**src/rtl/cmt_sq_pkg.sv**
```systemverilog
package cmt_sq_pkg;

    // Thread status codes, visible on thr_state
    typedef enum logic [1:0] {
        ST_RUN   = 2'd0,
        ST_ROBSQ = 2'd1,
        ST_TRAP  = 2'd2,
        ST_SQA   = 2'd3
    } sq_state_e;

    // Winning full-thread squash source
    typedef enum logic [1:0] {
        SRC_NONE = 2'd0,
        SRC_TRAP = 2'd1,
        SRC_CTX  = 2'd2,
        SRC_SQA  = 2'd3
    } full_src_e;

endpackage

```
**src/rtl/cmt_sq_timer.sv**
```systemverilog
module cmt_sq_timer #(
    parameter int LAT_W = 8
) (
    input  logic             clk,
    input  logic             rst_n,
    input  logic             start,
    input  logic [LAT_W-1:0] lat,
    input  logic             clear,
    output logic             flag_o
);

    logic [LAT_W-1:0] cnt_q;
    logic             busy_q;

    always_ff @(posedge clk) begin
        if (!rst_n) begin
            cnt_q  <= '0;
            busy_q <= 1'b0;
            flag_o <= 1'b0;
        end else begin
            if (clear) begin
                flag_o <= 1'b0;
            end
            if (start) begin
                cnt_q  <= lat;
                busy_q <= 1'b1;
            end else if (busy_q) begin
                if (cnt_q == '0) begin
                    busy_q <= 1'b0;
                    flag_o <= 1'b1;
                end else begin
                    cnt_q <= cnt_q - 1'b1;
                end
            end
        end
    end

    AST_FLAG_AFTER_COUNT: assert property (@(posedge clk) disable iff (!rst_n)
        $rose(flag_o) |-> $past(busy_q));
    AST_BUSY_FLAG_EXCL: assert property (@(posedge clk) disable iff (!rst_n)
        !(busy_q && flag_o));

endmodule

```
**src/rtl/cmt_sq_point.sv**
```systemverilog
module cmt_sq_point #(
    parameter int SEQ_W = 16
) (
    input  logic [SEQ_W-1:0] head_seq,
    input  logic             rob_empty,
    input  logic [SEQ_W-1:0] last_seq,
    input  logic [SEQ_W-1:0] ex_seq,
    input  logic             ex_incl,
    output logic [SEQ_W-1:0] full_pt,
    output logic [SEQ_W-1:0] ex_eff
);

    localparam logic [SEQ_W-1:0] ONE = SEQ_W'(1);

    always_comb begin
        full_pt = rob_empty ? last_seq : (head_seq - ONE);
        ex_eff  = ex_incl ? (ex_seq - ONE) : ex_seq;
    end

endmodule

```
**src/rtl/cmt_sq_thread.sv**
```systemverilog
module cmt_sq_thread
    import cmt_sq_pkg::*;
#(
    parameter int SEQ_W = 16,
    parameter int LAT_W = 8
) (
    input  logic             clk,
    input  logic             rst_n,
    input  logic [LAT_W-1:0] trap_lat,
    input  logic             trap_req,
    input  logic             ctx_req,
    input  logic             sqa_req,
    input  logic             ex_sq,
    input  logic [SEQ_W-1:0] ex_seq,
    input  logic             ex_incl,
    input  logic             ex_mispred,
    input  logic             ex_uncond,
    input  logic             ex_taken,
    input  logic             yng_ld,
    input  logic [SEQ_W-1:0] yng_seq,
    input  logic [SEQ_W-1:0] head_seq,
    input  logic             rob_empty,
    input  logic [SEQ_W-1:0] last_seq,
    input  logic             rob_done,
    output logic             sq_pulse_o,
    output logic             rob_sq_o,
    output logic [SEQ_W-1:0] done_seq_o,
    output logic             br_taken_o,
    output logic [1:0]       state_o,
    output logic [SEQ_W-1:0] yng_o
);

    sq_state_e        state_q, state_d;
    full_src_e        src;
    logic             trap_flag;
    logic             full_take, ex_take, take;
    logic             tmr_start, tmr_clear;
    logic [SEQ_W-1:0] full_pt, ex_eff;

    cmt_sq_point #(.SEQ_W(SEQ_W)) point_i (
        .head_seq (head_seq),
        .rob_empty(rob_empty),
        .last_seq (last_seq),
        .ex_seq   (ex_seq),
        .ex_incl  (ex_incl),
        .full_pt  (full_pt),
        .ex_eff   (ex_eff)
    );

    cmt_sq_timer #(.LAT_W(LAT_W)) timer_i (
        .clk   (clk),
        .rst_n (rst_n),
        .start (tmr_start),
        .lat   (trap_lat),
        .clear (tmr_clear),
        .flag_o(trap_flag)
    );

    // Fixed-priority choice among full-thread sources
    always_comb begin
        if (state_q == ST_TRAP && trap_flag) begin
            src = SRC_TRAP;
        end else if (state_q != ST_TRAP && ctx_req) begin
            src = SRC_CTX;
        end else if (state_q == ST_SQA) begin
            src = SRC_SQA;
        end else begin
            src = SRC_NONE;
        end
        full_take = (src != SRC_NONE);
        ex_take   = !full_take && ex_sq && (state_q != ST_TRAP) && (ex_seq <= yng_o);
        take      = full_take || ex_take;
        tmr_start = (state_q == ST_RUN) && !take && trap_req;
        tmr_clear = (src == SRC_TRAP);
    end

    // Next-state logic
    always_comb begin
        state_d = state_q;
        unique case (state_q)
            ST_RUN: begin
                if (take)          state_d = ST_ROBSQ;
                else if (trap_req) state_d = ST_TRAP;
                else if (sqa_req)  state_d = ST_SQA;
            end
            ST_ROBSQ: begin
                if (take)          state_d = ST_ROBSQ;
                else if (rob_done) state_d = ST_RUN;
            end
            ST_TRAP: begin
                if (take)          state_d = ST_ROBSQ;
            end
            ST_SQA: begin
                state_d = ST_ROBSQ;
            end
            default: state_d = ST_RUN;
        endcase
    end

    // State register
    always_ff @(posedge clk) begin
        if (!rst_n) state_q <= ST_RUN;
        else        state_q <= state_d;
    end

    // Registered outputs
    always_ff @(posedge clk) begin
        if (!rst_n) begin
            sq_pulse_o <= 1'b0;
            rob_sq_o   <= 1'b0;
            done_seq_o <= '0;
            br_taken_o <= 1'b0;
            yng_o      <= '0;
        end else begin
            sq_pulse_o <= take;
            rob_sq_o   <= (state_d == ST_ROBSQ);
            if (full_take) begin
                done_seq_o <= full_pt;
                br_taken_o <= 1'b0;
                yng_o      <= last_seq;
            end else if (ex_take) begin
                done_seq_o <= ex_eff;
                br_taken_o <= (ex_mispred && ex_uncond) ? 1'b1 : ex_taken;
                yng_o      <= ex_eff;
            end else begin
                done_seq_o <= '0;
                br_taken_o <= 1'b0;
                if (yng_ld) yng_o <= yng_seq;
            end
        end
    end

    assign state_o = state_q;

    AST_TRAP_FLAG_ONLY_PEND: assert property (@(posedge clk) disable iff (!rst_n)
        trap_flag |-> (state_q == ST_TRAP));
    AST_TRAP_BLOCKS_OTHERS: assert property (@(posedge clk) disable iff (!rst_n)
        (state_q == ST_TRAP && !trap_flag) |=> !sq_pulse_o);
    AST_PULSE_WITH_LEVEL: assert property (@(posedge clk) disable iff (!rst_n)
        sq_pulse_o |-> rob_sq_o);
    AST_EX_YOUNGEST: assert property (@(posedge clk) disable iff (!rst_n)
        ex_take |=> (yng_o == done_seq_o));
    AST_LEVEL_STARTS_PULSE: assert property (@(posedge clk) disable iff (!rst_n)
        (rob_sq_o && !sq_pulse_o) |-> $past(rob_sq_o));
    AST_SQA_NEXT: assert property (@(posedge clk) disable iff (!rst_n)
        (state_q == ST_SQA) |=> sq_pulse_o);
    AST_DONE_IDLE_ZERO: assert property (@(posedge clk) disable iff (!rst_n)
        !sq_pulse_o |-> (done_seq_o == '0 && !br_taken_o));

endmodule

```
**src/rtl/commit_squash_arbiter.sv**
```systemverilog
module commit_squash_arbiter #(
    parameter int NUM_THR = 2,
    parameter int SEQ_W   = 16,
    parameter int LAT_W   = 8
) (
    input  logic                          clk,
    input  logic                          rst_n,
    input  logic [LAT_W-1:0]              trap_lat,
    input  logic [NUM_THR-1:0]            trap_req,
    input  logic [NUM_THR-1:0]            ctx_req,
    input  logic [NUM_THR-1:0]            sqa_req,
    input  logic [NUM_THR-1:0]            ex_sq,
    input  logic [NUM_THR-1:0][SEQ_W-1:0] ex_seq,
    input  logic [NUM_THR-1:0]            ex_incl,
    input  logic [NUM_THR-1:0]            ex_mispred,
    input  logic [NUM_THR-1:0]            ex_uncond,
    input  logic [NUM_THR-1:0]            ex_taken,
    input  logic [NUM_THR-1:0]            yng_ld,
    input  logic [NUM_THR-1:0][SEQ_W-1:0] yng_seq,
    input  logic [NUM_THR-1:0][SEQ_W-1:0] head_seq,
    input  logic [NUM_THR-1:0]            rob_empty,
    input  logic [NUM_THR-1:0][SEQ_W-1:0] last_seq,
    input  logic [NUM_THR-1:0]            rob_done,
    output logic [NUM_THR-1:0]            sq_pulse,
    output logic [NUM_THR-1:0]            rob_sq,
    output logic [NUM_THR-1:0][SEQ_W-1:0] done_seq,
    output logic [NUM_THR-1:0]            br_taken,
    output logic [NUM_THR-1:0][1:0]       thr_state,
    output logic [NUM_THR-1:0][SEQ_W-1:0] yng_out
);

    for (genvar g = 0; g < NUM_THR; g++) begin : g_thr
        cmt_sq_thread #(.SEQ_W(SEQ_W), .LAT_W(LAT_W)) thr_i (
            .clk       (clk),
            .rst_n     (rst_n),
            .trap_lat  (trap_lat),
            .trap_req  (trap_req[g]),
            .ctx_req   (ctx_req[g]),
            .sqa_req   (sqa_req[g]),
            .ex_sq     (ex_sq[g]),
            .ex_seq    (ex_seq[g]),
            .ex_incl   (ex_incl[g]),
            .ex_mispred(ex_mispred[g]),
            .ex_uncond (ex_uncond[g]),
            .ex_taken  (ex_taken[g]),
            .yng_ld    (yng_ld[g]),
            .yng_seq   (yng_seq[g]),
            .head_seq  (head_seq[g]),
            .rob_empty (rob_empty[g]),
            .last_seq  (last_seq[g]),
            .rob_done  (rob_done[g]),
            .sq_pulse_o(sq_pulse[g]),
            .rob_sq_o  (rob_sq[g]),
            .done_seq_o(done_seq[g]),
            .br_taken_o(br_taken[g]),
            .state_o   (thr_state[g]),
            .yng_o     (yng_out[g])
        );
    end

endmodule

```
**config.mk**
```make
export PLATFORM = sky130hd
export DESIGN_NAME = commit_squash_arbiter
export DESIGN_NICKNAME = d
export VERILOG_FILES = /design/src/rtl/cmt_sq_pkg.sv /design/src/rtl/cmt_sq_timer.sv /design/src/rtl/cmt_sq_point.sv /design/src/rtl/cmt_sq_thread.sv /design/src/rtl/commit_squash_arbiter.sv
export SDC_FILE = /design/constraint.sdc
export NUM_CORES = 1
export LEC_CHECK = 0
export ABC_CLOCK_PERIOD_IN_PS = 2800
export CAP_MARGIN = 10
export CORE_ASPECT_RATIO = 1.2
export CORE_UTILIZATION = 47
export CTS_BUF_LIST = sky130_fd_sc_hd__clkbuf_4 sky130_fd_sc_hd__clkbuf_8
export CTS_CLUSTER_DIAMETER = 30
export DETAILED_ROUTE_END_ITERATION = 7
export PLACE_DENSITY = 0.91
export SYNTH_ARGS = -nofsm -noshare
export SYNTH_HDL_FRONTEND = slang
export SYNTH_SLANG_ARGS = --single-unit
export TNS_END_PERCENT = 20
```
**constraint.sdc**
```tcl
create_clock -name clk -period 2.8 [get_ports clk]
set_input_delay 0.56 -clock clk [delete_from_list [all_inputs] [get_ports clk]]
set_output_delay 0.56 -clock clk [all_outputs]
set_load 0.005 [all_outputs]
```
==> results_dict.tcl, run 1 <==
set metrics [dict create \
    dieArea_um2 14000 \
    ios 234 \
    rsz0062_at_grt "yes" \
    ys_warn_count 0 \
    synthToLayoutAreaGrowth_pct 54.0 \
    h-tree-depth 3 \
    hold_viol_final 0 \
    die_w_um 108 \
    arrival_ns 3.05 \
    drtAntennaViolNets 0 \
    cts-root-buf "clkbuf_8" \
    yosys.area.top_type "dfxtp_1" \
    worst_slew_pin_slew_ns 0.697 \
    first_pass_iters 5 \
    cts_tree "done" \
    grt_pass1_wl_um 34100 \
    io_buffers 233 \
    cts_hold_buf 0 \
    coreArea_um2 13200 \
    drc_errors 0 \
    drv_cap 0 \
    drt_iter0_drc 502 \
    synth.distinct_cells 69 \
    start_kind "primary input" \
    cts.sinks 94 \
    drt-total-wl_um 22200 \
    post_drt_via_cell_ratio 5.70 \
    synth_xor_area_frac 0.0879 \
    finalSetupViolations 0 \
    ys_seq_area_frac 0.295 \
    avgSynthCellArea_um2 7.79 \
    synthesis.area_um2 6380 \
    grt_pass1_vias 7259 \
    synth_top_area_share 0.295 \
    synth_simple_gate_area_frac 0.256 \
    clock_path_buffers 2 \
    cp-end-kind "flop" \
    synth_ff_type "dfxtp_1" \
    synth_edf_count 0 \
    p_leak_nw 3.95 \
    synth_mux_area_frac 0.0173 \
    nNetsFinal 1321 \
    critPathRequiredTime_ns 3.07 \
    seq_area_um2 1880 \
    syn-num-nets 1019 \
    row_count 46 \
    path_clk_slew_ns 0.10 \
    insertion_delay_ns 0.37 \
    ys_ff_latch 94 \
    hold_class "flop to flop" \
    multi_input_area_um2 4180 \
    ir_worst_vdd_uv 205 \
    die_h_um 130 \
    path_max_fanout 12 \
    synth_area_leaders "dfxtp_1, ha_1, nor2_1, o21ai_0, xnor2_1" \
    diodes 0 \
    tns_ns 0 \
    finalMaxSlewViolations 0 \
    synth_top_family_by_area "simple AND/OR/NAND/NOR gates" \
    pwr_density_cell_nw_per_um2 415 \
    wl_per_cell_um 17.2 \
    grt_max_degree 29 \
    grt_use_total 0.313 \
    synthAdderAreaFrac 0.0785 \
    fin_crit_sh 0.993 \
    async_flop_share 0 \
    num_vias 7379 \
    cts_buffers 9 \
    slew_headroom 0.534 \
    initial_core_util 0.482 \
    synthCells 819 \
    detailed_place.area_um2 9520 \
    status "finished, final reports clean" \
    grt_overflow 0 \
    gp_congestion 0.948 \
    fill_cells 955 \
    period_needed_ns 2.78 \
    timing.fmax_mhz 360 \
    antenna_found_initial 0 \
    crit_type "primary input to flop" \
    fin_area_um2 9820 \
    fin_skew_ns 0.0108 \
    drive_above_1_share 0.139 \
    synth-compound-area-share 0.203 \
    dp_hpwl_um 17500 \
]
layer usage:
metal	share of wire	vias up	GRT usage
li1	-	3502	-
met1	0.37	3409	0.330
met2	0.51	395	0.586
met3	0.078	73	0.0503
met4	0.042	0	0.176
met5	0	-	0
registers in the layout (all words and copies together), names as in the netlist:
name	cells
g_thr.thr_i.br_taken_o	2
g_thr.thr_i.timer_i.cnt_q	16
g_thr.thr_i.timer_i.busy_q	2
g_thr.thr_i.rob_sq_o	2
g_thr.thr_i.yng_o	32
g_thr.thr_i.sq_pulse_o	2
g_thr.thr_i.done_seq_o	32
g_thr.thr_i.state_o	4
g_thr.thr_i.timer_i.flag_o	2
critical path, cell delays in order:
cell             delay [ns]
clkdlybuf4s50_1        0.44
ha_1                   0.36
a21oi_1                0.19
o21ai_0                0.14
a2111oi_2              0.32
buf_4                  0.18
a31oi_2                0.10
and2_1                 0.22
buf_12                 0.15
a221oi_1               0.29
nor2_1                 0.09
stage by stage:
stage	hold WS, ns	total power, W	cells	utilization	worst slack [ns]
2_1_floorplan	0.477	0.00225	819	-	0.295
3_3_place_gp	0.492	0.00301	1276	0.719	-0.331
3_5_place_dp	0.509	0.00306	1276	0.719	-0.429
4_1_cts	0.526	0.00405	1292	0.736	0.00288
5_1_grt	0.545	0.00430	1294	0.742	-0.0787
6_report	0.523	0.00407	1294	0.742	0.0192
layout make-up:
cell class,instances,share of cell area
Clock buffer,9,0.0126
Timing Repair Buffer,334,0.321
Inverter,50,0.0191
Clock inverter,7,0.00917
Sequential cell,94,0.192
Tap cell,168,0.0214
Multi-Input combinational cell,632,0.425
cells in the mapped netlist (4+ instances only):
library cell / number
nand2b_1: 23
clkbuf_1: 26
or3_1: 11
xor2_1: 25
a211oi_1: 4
xnor2_1: 39
o31ai_1: 6
mux2i_1: 11
dfxtp_1: 94
nor3_1: 20
a31oi_1: 4
nor2b_1: 7
buf_4: 8
a2bb2oi_1: 4
nor2_1: 98
nand3b_1: 7
o22ai_1: 8
nor4_1: 13
and2_1: 9
nand2_1: 72
o21a_1: 7
o211a_1: 10
ha_1: 40
inv_1: 50
or4_1: 5
nand4_1: 6
a221oi_1: 15
buf_2: 7
a21oi_1: 44
nand3_1: 18
o21ai_0: 71
o221a_2: 4
layout by cell type, fill, tap and decap left out, drive strengths merged, types with 3 or more instances in the layout:
master / n
a211oi: 4
a21o: 3
a21oi: 44
a221oi: 15
a2bb2oi: 4
a311oi: 4
a31oi: 4
and2: 9
buf: 102
clkbuf: 9
clkdlybuf4s50: 232
clkinv: 3
dfxtp: 94
ha: 40
inv: 53
mux2i: 11
nand2: 72
nand2b: 23
nand3: 18
nand3b: 7
nand4: 6
nor2: 99
nor2b: 7
nor3: 23
nor4: 16
nor4b: 4
o211a: 10
o21a: 7
o21ai: 71
o221a: 4
o22ai: 8
o31ai: 6
or2: 4
or3: 11
or4: 8
xnor2: 39
xor2: 25
worst paths after layout:
kind | startpoint | to | slack [ns] | depth (start not counted)
min | g_thr[1].thr_i.state_o[0]$_SDFF_PN0_ | g_thr[1].thr_i.state_o[1]$_SDFF_PN0_ | 0.52 | 1
max | ex_seq[7] | g_thr[0].thr_i.yng_o[11]$_SDFFE_PN0P_ | 0.02 | 11
max reg2reg | g_thr[0].thr_i.yng_o[7]$_SDFFE_PN0P_ | g_thr[0].thr_i.yng_o[11]$_SDFFE_PN0P_ | 0.20 | 12
min reg2reg | g_thr[1].thr_i.state_o[0]$_SDFF_PN0_ | g_thr[1].thr_i.state_o[1]$_SDFF_PN0_ | 0.52 | 1
logic make-up (layout without fill, tap and decap cells):
group                    Yosys count  after routing
multiplexers                      11             11
flip-flops                        94             94
XOR/XNOR                          64             64
AND/OR/NAND/NOR                  316            316
buffers and inverters             93            400
AO/OA/AOI/OAI                    201            201
adder cells (fa/ha/maj)           40             40
power by group:
group	switching (W)	total, W	leakage (nW)	internal (W)
Sequential	0.000104	0.00158	0.776	0.00147
Clock	0.000548	0.000985	0.109	0.000437
Combinational	0.000691	0.00151	3.07	0.000822
repair_timing:
item,CTS,global route
buffers inserted,0,2
pin swaps,0,5
gates resized for setup,2,17
setup endpoints to repair,5,52
Power figures use the tool's default switching activity.
==> run 2, diff against run 1 <==
--- a/config.mk
+++ b/config.mk
@@ -10,7 +10,6 @@
 export CORE_ASPECT_RATIO = 1.2
 export CORE_UTILIZATION = 47
 export CTS_BUF_LIST = sky130_fd_sc_hd__clkbuf_4 sky130_fd_sc_hd__clkbuf_8
-export CTS_CLUSTER_DIAMETER = 30
 export DETAILED_ROUTE_END_ITERATION = 7
 export PLACE_DENSITY = 0.91
 export SYNTH_ARGS = -nofsm -noshare
==> results of run 2 <==
Same layout as run 1: the final DEF is identical, and so are final timing and power.
==> run 3, diff against run 2 <==
--- a/config.mk
+++ b/config.mk
@@ -8,10 +8,11 @@
 export ABC_CLOCK_PERIOD_IN_PS = 2800
 export CAP_MARGIN = 10
 export CORE_ASPECT_RATIO = 1.2
-export CORE_UTILIZATION = 47
+export CORE_UTILIZATION = 67
 export CTS_BUF_LIST = sky130_fd_sc_hd__clkbuf_4 sky130_fd_sc_hd__clkbuf_8
 export DETAILED_ROUTE_END_ITERATION = 7
-export PLACE_DENSITY = 0.91
+export DONT_BUFFER_PORTS = 1
+export PLACE_DENSITY = 0.9
 export SYNTH_ARGS = -nofsm -noshare
 export SYNTH_HDL_FRONTEND = slang
 export SYNTH_SLANG_ARGS = --single-unit
==> results_dict.tcl, run 3 (synthesis gave the netlist of run 1 again) <==
set metrics [dict create \
    drive_above_1_share 0.0774 \
    utilization 0.734 \
    io_buffers 0 \
    dieArea_um2 9910 \
    cts_tree "done" \
    start_kind "flop" \
    arrival_ns 2.99 \
    fin_crit_sh 0.962 \
    seqPwrFrac 0.483 \
    crit_type "flop to flop" \
    die_w_um 91.1 \
    crit_start "g_thr[0].thr_i.yng_o[15]$_SDFFE_PN0P_" \
    reg_top3 "g_thr.thr_i.done_seq_o: 32 flops, g_thr.thr_i.yng_o: 32 flops, g_thr.thr_i.timer_i.cnt_q: 16 flops" \
    fin_cells 934 \
    insertion_delay_ns 0.38 \
    timing.fmax_mhz 371 \
    row_count 38 \
    first_pass_iters 8 \
    h-tree-depth 3 \
    cp_slowest_cell "nor4_1" \
    endpoint "g_thr[0].thr_i.timer_i.cnt_q[6]$_SDFFE_PN0P_" \
    cts.sinks 94 \
    dp_hpwl_um 14700 \
    critical_path.max_stage_delay_ns 0.44 \
    seq_area_um2 1880 \
    multi_input_area_um2 4110 \
    worst_slew_pin_slew_ns 0.650 \
    period_needed_ns 2.69 \
    r2r_end "g_thr[0].thr_i.timer_i.cnt_q[6]$_SDFFE_PN0P_" \
    grt_pass1_wl_um 28600 \
    status "finished, final reports clean" \
    slew_headroom 0.565 \
    hold_slack_ns 0.314 \
    clock_path_buffers 2 \
    drtAntennaViolNets 0 \
    cts_buffers 9 \
    cp-end-kind "flop" \
    grt_max_degree 63 \
    drc_errors 0 \
    path_max_fanout 17 \
    finalSetupViolations 0 \
    die_h_um 109 \
    p_sw_w 0.00109 \
    drv_cap 0 \
    cts-root-buf "clkbuf_8" \
    coreArea_um2 9130 \
    cts_hold_buf 0 \
    drt-total-wl_um 18400 \
    reg2reg_slack_ns 0.11 \
    ios 234 \
    finalMaxSlewViolations 0 \
    antenna_found_initial 0 \
    post_drt_via_cell_ratio 6.58 \
    layout_common_cells "nor2_1, dfxtp_1, nand2_1, o21ai_0, inv_1" \
    cp_common_cell "buf_4" \
    worst-r2r-cell-count 10 \
    tns_ns 0 \
    rr_startpoint "g_thr[0].thr_i.yng_o[15]$_SDFFE_PN0P_" \
    intPower_w 0.00224 \
    critPathRequiredTime_ns 3.09 \
    path_depth 10 \
    p_leak_nw 2.64 \
    ir_worst_vdd_uv 290 \
    fill_cells 712 \
    synthToLayoutAreaGrowth_pct 5.04 \
    layout_commonest_cell "nor2_1" \
    grt_overflow 0 \
    p_sw_frac 0.328 \
    num_vias 6146 \
    p_total_w 0.00333 \
    pwr-share-clk 0.266 \
    gp_congestion 0.933 \
    diodes 0 \
    crit_chain "inv_1, ha_1, nand4_1, nor4_1, o21ai_0, a31oi_2, buf_4, nand4b_4, buf_4, a211oi_1" \
    path_buf_inv 3 \
    grt_use_total 0.365 \
    pwr_density_cell_nw_per_um2 497 \
    cpLargestDelayFamily "simple AND/OR/NAND/NOR gates" \
    grt_pass1_vias 6069 \
    hold_viol_final 0 \
    p_comb_frac 0.251 \
    wl_per_cell_um 19.7 \
    nNetsFinal 1009 \
    initial_core_util 0.699 \
    rsz0062_at_grt "yes" \
    path_clk_slew_ns 0.09 \
    drt_iter0_drc 450 \
    hold_class "primary input to flop" \
    placedCellCount 917 \
    fin_skew_ns 0.00536 \
]
## run 3: changes by cell type in the layout (fill, tap and decap cells not counted), sizes merged
cell           previous run  this run
bufinv                    1         0
inv                      53        51
clkinvlp                  0         1
clkbuf                    9        12
clkinv                    3         2
buf                     102        22
clkdlybuf4s50           232         0
## run 3: metrics by stage
stage                     worst slack, ns  cell area (um2)
final                               0.105             6700
after global routing              -0.0166             6700
after floorplan                     0.295             6380
after CTS                          0.0511             6690
after detailed placement          -0.0703             6500
after global placement            -0.0180             6500
## run 3: layer usage
layer  global-route usage  up-vias  routed length (um)
met5                    0        -                   0
li1                     -     2867                   -
met4                0.243        0                 931
met3                0.103       78                2130
met2                0.671      389                9170
met1                0.361     2812                6210
## run 3: repair_timing
| action | CTS | global route |
|---|---|---|
| setup buffers | 0 | 1 |
| setup endpoints to repair | 0 | 21 |
| gates resized for setup | 0 | 2 |
## run 3: final cells by class
type	count	share of cell area
flip-flops and latches	94	0.281
repair buffers	22	0.0265
well taps	120	0.0224
clock inverters	4	0.00448
clock buffers	12	0.0237
multi-input cells	632	0.614
inverters	50	0.0280
## run 3: power groups by stage
stage / sequential (W) / combinational (W) / clock, W
after floorplan: 0.00159 / 0.000667 / 0
after global placement: 0.00163 / 0.000774 / 0
after detailed placement: 0.00163 / 0.000817 / 0
after CTS: 0.00160 / 0.000822 / 0.000898
after global routing: 0.00162 / 0.000938 / 0.000945
final: 0.00161 / 0.000836 / 0.000886
## run 3: worst register-to-register path, cell delays in order, from the launching register on
cell      delay, ns
dfxtp_1        0.41
inv_1          0.06
ha_1           0.31
nand4_1        0.17
nor4_1         0.44
o21ai_0        0.20
a31oi_2        0.30
buf_4          0.18
nand4b_4       0.10
buf_4          0.21
a211oi_1       0.22
## run 3: how the worst min path moves through the flow
stage                                                  from                                           end  depth (start not counted)
2_1_floorplan      g_thr[0].thr_i.timer_i.flag_o$_SDFF_PN0_      g_thr[0].thr_i.timer_i.flag_o$_SDFF_PN0_                          2
3_3_place_gp       g_thr[1].thr_i.timer_i.flag_o$_SDFF_PN0_      g_thr[1].thr_i.timer_i.flag_o$_SDFF_PN0_                          2
3_5_place_dp   g_thr[1].thr_i.timer_i.cnt_q[7]$_SDFFE_PN0P_  g_thr[1].thr_i.timer_i.cnt_q[7]$_SDFFE_PN0P_                          2
4_1_cts                                               rst_n            g_thr[1].thr_i.rob_sq_o$_SDFF_PN0_                          1
5_1_grt                                               rst_n      g_thr[0].thr_i.done_seq_o[13]$_SDFF_PN0_                          2
6_report                                              rst_n          g_thr[0].thr_i.yng_o[5]$_SDFFE_PN0P_                          2
